==> src/rtl/clk_div_duty_pkg.sv <==
package clk_div_duty_pkg;
  typedef enum logic {
    CODE_ZERO = 1'b0,
    CODE_ONE  = 1'b1
  } code_e;
endpackage

==> src/rtl/clk_div_duty_decode.sv <==
module clk_div_duty_decode
  import clk_div_duty_pkg::*;
#(
  parameter int DIV_W = 8,
  parameter int HI_W  = 8,
  localparam int CW   = ((DIV_W > HI_W) ? DIV_W : HI_W) + 1
) (
  input  logic [DIV_W-1:0] div_i,
  input  logic [HI_W-1:0]  hi_i,
  input  code_e            mode_i,
  output logic [CW-1:0]    ratio_o,
  output logic [CW-1:0]    hcnt_o
);
  always_comb begin
    if (div_i == '0)             ratio_o = '0;
    else if (mode_i == CODE_ONE) ratio_o = CW'(div_i);
    else                         ratio_o = CW'(div_i) + CW'(1);
    hcnt_o = (mode_i == CODE_ONE) ? CW'(hi_i) : CW'(hi_i) + CW'(1);
  end
endmodule

==> src/rtl/clk_div_duty_cfg.sv <==
module clk_div_duty_cfg
  import clk_div_duty_pkg::*;
#(
  parameter int DIV_W = 8,
  parameter int HI_W  = 8
) (
  input  logic             clk_i,
  input  logic             rst_ni,
  input  logic             load_i,
  input  logic [DIV_W-1:0] div_i,
  input  logic [HI_W-1:0]  hi_i,
  input  code_e            mode_i,
  input  logic             wrap_i,
  output logic [DIV_W-1:0] act_div_o,
  output logic [HI_W-1:0]  act_hi_o,
  output code_e            act_mode_o,
  output logic [DIV_W-1:0] pend_div_o,
  output logic [HI_W-1:0]  pend_hi_o,
  output code_e            pend_mode_o,
  output logic             apply_o
);
  logic pend_v_q;

  assign apply_o = pend_v_q && wrap_i;

  always_ff @(posedge clk_i or negedge rst_ni) begin
    if (!rst_ni) begin
      pend_v_q    <= 1'b0;
      pend_div_o  <= '0;
      pend_hi_o   <= '0;
      pend_mode_o <= CODE_ZERO;
      act_div_o   <= '0;
      act_hi_o    <= '0;
      act_mode_o  <= CODE_ZERO;
    end else begin
      if (load_i) begin
        pend_v_q    <= 1'b1;
        pend_div_o  <= div_i;
        pend_hi_o   <= hi_i;
        pend_mode_o <= mode_i;
      end else if (apply_o) begin
        pend_v_q <= 1'b0;
      end
      if (apply_o) begin
        act_div_o  <= pend_div_o;
        act_hi_o   <= pend_hi_o;
        act_mode_o <= pend_mode_o;
      end
    end
  end

  // running setting only moves on an apply
  a_r8_hold_active: assert property (@(posedge clk_i) disable iff (!rst_ni)
    !apply_o |=> ($stable(act_div_o) && $stable(act_hi_o) && $stable(act_mode_o)));
endmodule

==> src/rtl/clk_div_duty_core.sv <==
module clk_div_duty_core #(
  parameter int CW = 9
) (
  input  logic          clk_i,
  input  logic          rst_ni,
  input  logic [CW-1:0] ratio_i,
  input  logic [CW-1:0] hcnt_i,
  input  logic [CW-1:0] new_ratio_i,
  input  logic [CW-1:0] new_hcnt_i,
  input  logic          apply_i,
  output logic          wrap_o,
  output logic          clk_o
);
  logic [CW-1:0] cnt_q, cnt_nxt;

  assign wrap_o  = (ratio_i == '0) || (cnt_q == ratio_i - CW'(1));
  assign cnt_nxt = wrap_o ? '0 : cnt_q + CW'(1);

  always_ff @(posedge clk_i or negedge rst_ni) begin
    if (!rst_ni) begin
      cnt_q <= '0;
      clk_o <= 1'b0;
    end else if (apply_i) begin
      cnt_q <= '0;
      clk_o <= (new_ratio_i != '0) && (new_hcnt_i != '0);
    end else if (ratio_i == '0) begin
      cnt_q <= '0;
      clk_o <= 1'b0;
    end else begin
      cnt_q <= cnt_nxt;
      clk_o <= cnt_nxt < hcnt_i;
    end
  end

  a_r1_gated_low: assert property (@(posedge clk_i) disable iff (!rst_ni)
    (ratio_i == '0 && !apply_i) |=> !clk_o);
  a_r2_cnt_in_range: assert property (@(posedge clk_i) disable iff (!rst_ni)
    (ratio_i != '0) |-> (cnt_q < ratio_i));
  a_r6_full_high: assert property (@(posedge clk_i) disable iff (!rst_ni)
    (ratio_i != '0 && hcnt_i >= ratio_i && !apply_i) |=> clk_o);
  a_r8_apply_on_boundary: assert property (@(posedge clk_i) disable iff (!rst_ni)
    apply_i |-> (ratio_i == '0 || cnt_q == ratio_i - CW'(1)));
endmodule

==> src/rtl/clk_div_duty.sv <==
module clk_div_duty
  import clk_div_duty_pkg::*;
#(
  parameter int DIV_W = 8,
  parameter int HI_W  = 8
) (
  input  logic             clk_i,
  input  logic             rst_ni,
  input  logic [DIV_W-1:0] div_i,
  input  logic [HI_W-1:0]  hi_i,
  input  logic             one_based_i,
  input  logic             load_i,
  output logic             clk_o
);
  localparam int CW = ((DIV_W > HI_W) ? DIV_W : HI_W) + 1;

  logic [DIV_W-1:0] act_div, pend_div;
  logic [HI_W-1:0]  act_hi, pend_hi;
  code_e            act_mode, pend_mode;
  logic [CW-1:0]    ratio, hcnt, new_ratio, new_hcnt;
  logic             wrap, apply;

  clk_div_duty_cfg #(.DIV_W(DIV_W), .HI_W(HI_W)) u_cfg (
    .clk_i, .rst_ni, .load_i, .div_i, .hi_i,
    .mode_i(code_e'(one_based_i)), .wrap_i(wrap),
    .act_div_o(act_div), .act_hi_o(act_hi), .act_mode_o(act_mode),
    .pend_div_o(pend_div), .pend_hi_o(pend_hi), .pend_mode_o(pend_mode),
    .apply_o(apply)
  );

  clk_div_duty_decode #(.DIV_W(DIV_W), .HI_W(HI_W)) u_dec_act (
    .div_i(act_div), .hi_i(act_hi), .mode_i(act_mode),
    .ratio_o(ratio), .hcnt_o(hcnt)
  );

  clk_div_duty_decode #(.DIV_W(DIV_W), .HI_W(HI_W)) u_dec_pend (
    .div_i(pend_div), .hi_i(pend_hi), .mode_i(pend_mode),
    .ratio_o(new_ratio), .hcnt_o(new_hcnt)
  );

  clk_div_duty_core #(.CW(CW)) u_core (
    .clk_i, .rst_ni, .ratio_i(ratio), .hcnt_i(hcnt),
    .new_ratio_i(new_ratio), .new_hcnt_i(new_hcnt),
    .apply_i(apply), .wrap_o(wrap), .clk_o
  );

  // output low under reset
  always @(posedge clk_i) begin
    if (!rst_ni) a_r9_reset_low: assert (clk_o == 1'b0);
  end
endmodule

==> config.mk <==
export PLATFORM = sky130hd
export DESIGN_NAME = clk_div_duty
export DESIGN_NICKNAME = d
export VERILOG_FILES = /design/src/rtl/clk_div_duty_pkg.sv /design/src/rtl/clk_div_duty_decode.sv /design/src/rtl/clk_div_duty_cfg.sv /design/src/rtl/clk_div_duty_core.sv /design/src/rtl/clk_div_duty.sv
export SDC_FILE = /design/constraint.sdc
export NUM_CORES = 1
export LEC_CHECK = 0
export ABC_AREA = 1
export CAP_MARGIN = 40
export CORE_ASPECT_RATIO = 1.4
export CORE_MARGIN = 4
export CORE_UTILIZATION = 39
export CTS_BUF_LIST = sky130_fd_sc_hd__clkbuf_4
export DETAILED_ROUTE_END_ITERATION = 10
export PLACE_DENSITY = 0.66
export SETUP_SLACK_MARGIN = 0.15
export SLEW_MARGIN = 5
export SYNTH_ARGS = -nofsm -noshare
export SYNTH_HDL_FRONTEND = slang
export SYNTH_SLANG_ARGS = --single-unit
==> constraint.sdc <==
create_clock -name clk_i -period 3.6 [get_ports clk_i]
set_input_delay 0.36 -clock clk_i [delete_from_list [all_inputs] [get_ports clk_i]]
set_output_delay 0.36 -clock clk_i [all_outputs]
set_load 0.1 [all_outputs]
==> key figures <==
Place
  • Routability Congestion: 0.895
  • Port Buffers: 20
  • Inst Count DP: 519
  • HPWL Detailed: 5110 um
  • Post-DP Area: 3400 sq um

Critical path
  • CP required: 3.91 ns
  • Reg2reg setup slack: 0.29 ns
  • Critical Path Slowest Stage Cell: dfrtp_1
  • Crit path max-delay family: simple AND/OR/NAND/NOR gates
  • CP max stage delay: 0.38 ns
  • Critical Path End Type: flop
  • Crit Path Class: flop to flop
  • Startpoint Class: flop
  • Crit. path cell count: 26
  • CP Data Arrival Time: 3.62 ns
  • Cells on worst reg2reg path: 26
  • CP endpoint: u_core.clk_o
  • Setup crit start: u_cfg.act_div_o[0]
  • Reg2reg start: u_cfg.act_div_o[0]
  • CP Max Fanout: 3
  • Reg-to-reg endpoint: u_core.clk_o
  • Buf/Inv on CP: 3

Drt
  • Via count: 2600
  • Initial DRT Pass Iterations: 4
  • DRC errors left: 0
  • Via/cell ratio: 4.91
  • Final wirelength: 6330 um
  • Wirelength per Cell: 11.9 um
  • Remaining antenna violation count after routing: 0
  • Drt initial violations: 80

STA
  • Crit share post-route: 91.9%
  • Setup Skew: 0.00923 ns
  • Final setup violation count: 0
  • Rel. slew slack: 61.3%
  • Worst Tran Pin Value: 0.575 ns
  • Final Slew Violations: 0
  • FMAX: 302 MHz
  • Hold Vio Cnt, Final: 0
  • Final min period: 3.31 ns
  • RSZ-0062 raised after global routing: yes

Global route
  • Number of global-route vias before repair: 2497
  • GRT overflow: 0
  • Largest net degree at the start of global routing: 37
  • First-pass GRT wire length: 11100 um
  • Initial antenna violation count: 0
  • Total GRT Usage: 14.3%

Final layout
  • Layout Cells excl Fill: 530
  • Post-route cell area: 3560 sq um
  • Multi-input logic area: 1710 sq um
  • Final #Nets: 466
  • Area occupied by registers: 1130 sq um
  • Share of layout cells above drive strength 1: 18.4%
  • FILL cells: 774
  • Number of diodes: 0
  • Layout area overhead: 16.0%

Synth
  • Post-synthesis sequential area ratio: 36.6%
  • Syn Inst Count: 403
  • Synth Flop Type: dfrtp_1
  • Count leader, synth: nand2_1
  • Top cells by area, synth: dfrtp_1 37%, nand2_1 13%, ha_1 6.9%, inv_1 5.9%, nand3_1 4.9%
  • EDFF count, synth: 0
  • Synth top cells by count: 103 x nand2_1, 48 x inv_1, 45 x dfrtp_1
  • Count of different cell masters after synthesis: 36
  • Top-area cell type share of the netlist area: 36.6%
  • Synth Warn #: 0
  • Async SR Flop Fraction: 100%
  • Cell taking the most area after synthesis: dfrtp_1
  • Synthesized Nets: 440
  • Mapped Area: 3070 sq um
  • Register bit total from synthesis: 45
  • Avg Synthesized Cell Area: 7.63 sq um

Power and ir drop
  • Overall power: 2930 uW
  • Cell area power density: 823 nW/um^2
  • Pleak: 0.00171 uW
  • Logic gate share of total power: 62.2%
  • Clk network pwr share: 8.5%
  • Internal power: 1490 uW
  • Sw Share: 49.2%
  • Seq pwr share: 29.3%
  • Psw: 1440 uW
  • Peak supply drop: 0.000354 V

Clock network
  • Clk sinks: 45
  • Clock H-tree levels: 2
  • CTS Buffer Depth: 2
  • CTS tree: yes
  • Clk slew on worst S/H paths: 0.14 ns
  • Clock Tree Root: clkbuf_4
  • Skew-Pair Late Insertion Delay: 0.36 ns
  • Cts bufs inserted: 5

Floorplan
  • Die H: 113 um
  • # IOs: 21
  • Core Area: 7700 sq um
  • # rows: 38
  • Die area: 9380 sq um
  • Die Wd: 83.0 um
  • Initial core utilization: 39.9%

Status
  • Outcome: completed

Run
  • Max-cap violations: 0

Hold path
  • HP Class: input port to async pin
-- logic make-up (layout without fill, tap and decap cells) --
group	count (synthesis)	count (layout)	share of synthesized area, %
AND/OR/NAND/NOR	203	203	31.1
buffers and inverters	68	95	9.89
AO/OA/AOI/OAI	59	59	12.3
flip-flops	45	45	36.6
adder cells (fa/ha/maj)	17	17	6.92
XOR/XNOR	10	10	2.85
multiplexers	1	1	0.326
-- worst reg2reg max path, stage by stage, from the launching register on --
cell and delay (ns):
dfrtp_1 0.38, inv_2 0.04, ha_1 0.26, inv_1 0.04, o21ai_2 0.15, nand2_2 0.09
ha_4 0.27, xor2_1 0.15, nand2_1 0.07, nor2_1 0.09, nand3_1 0.07, nor2_1 0.08
nand3_1 0.09, nor2_2 0.12, nand2_2 0.07, nand2_4 0.09, inv_4 0.06, o21ai_4 0.06
a21oi_2 0.04, ha_1 0.31, a21oi_2 0.13, nor2_1 0.06, a211oi_2 0.14, o2111ai_1 0.14
a21oi_1 0.16, nand2_1 0.07, nand2_1 0.05
-- area by class of cell --
class | instances | share of cell area (%)
clock inverter | 3 | 0.597
clock buffer | 5 | 1.05
tap | 100 | 3.51
multi-input combinational | 290 | 48.1
inverter | 57 | 6.14
timing repair buffer | 30 | 8.99
sequential | 45 | 31.6
-- registers in the layout, indices dropped and copies added (netlist names) --
name and flops:
u_cfg.act_hi_o 8, u_cfg.pend_mode_o 1, u_cfg.act_div_o 8, u_cfg.pend_v_q 1
u_cfg.pend_hi_o 8, u_core.cnt_q 9, u_cfg.pend_div_o 8, u_core.clk_o 1
u_cfg.act_mode_o 1
-- metrics by stage --
step	worst slack (ns)	hold WS, ns	utilization, %	setup TNS [ns]
2_1_floorplan	0.218	0.0644	-	0
3_3_place_gp	0.289	0.509	43.3	0
3_5_place_dp	0.133	0.246	44.1	0
4_1_cts	0.150	0.371	45.0	0
5_1_grt	-0.0979	0.379	46.3	-0.0979
6_report	0.292	0.376	46.3	0
-- power groups by stage --
stage	Clock, uW	Sequential, uW	Combinational [uW]
2_1_floorplan	0	836	1330
3_3_place_gp	0	860	1580
3_5_place_dp	0	864	1650
4_1_cts	260	854	1660
5_1_grt	277	888	2100
6_report	249	860	1820
-- cell usage in the layout (no fill, tap or decap), drive strengths merged, types with 2 or more instances in the layout --
cell	count
a21oi	10
buf	10
clkbuf	5
clkdlybuf4s50	19
clkinv	2
dfrtp	45
ha	17
inv	57
nand2	111
nand3	31
nand3b	5
nand4	12
nor2	30
nor3	9
nor4	2
o21ai	43
xnor2	3
xor2	7
-- how the worst min path moves through the flow --
stage / cells after the start / slack, ns / start / end
3_3_place_gp: 2 / 0.51 / u_cfg.pend_hi_o[4] / u_cfg.act_hi_o[4]
3_5_place_dp: 1 / 0.25 / rst_ni / u_core.cnt_q[6]
5_1_grt: 2 / 0.38 / rst_ni / u_core.cnt_q[6]
2_1_floorplan: 0 / 0.06 / rst_ni / u_cfg.act_div_o[0]
4_1_cts: 2 / 0.37 / rst_ni / u_core.cnt_q[6]
6_report: 2 / 0.38 / rst_ni / u_core.cnt_q[6]
-- timing repair --
item                       CTS  global route
gates cloned                 0             0
hold buffers                 1             0
gates resized for setup      2            21
setup buffers                0             2
pin swaps                    0            10
setup endpoints to repair    1             1
hold endpoints to repair     9             0
-- per-layer routing --
metal | up-vias | track usage [%] | share of wire, %
met5 | - | 0 | 0
met4 | 0 | 6.11 | 3.3
met3 | 14 | 2.11 | 1.9
met2 | 28 | 26.8 | 53
met1 | 1193 | 15.8 | 42
li1 | 1365 | - | -
No activity file was read; power rests on OpenSTA's default activity.
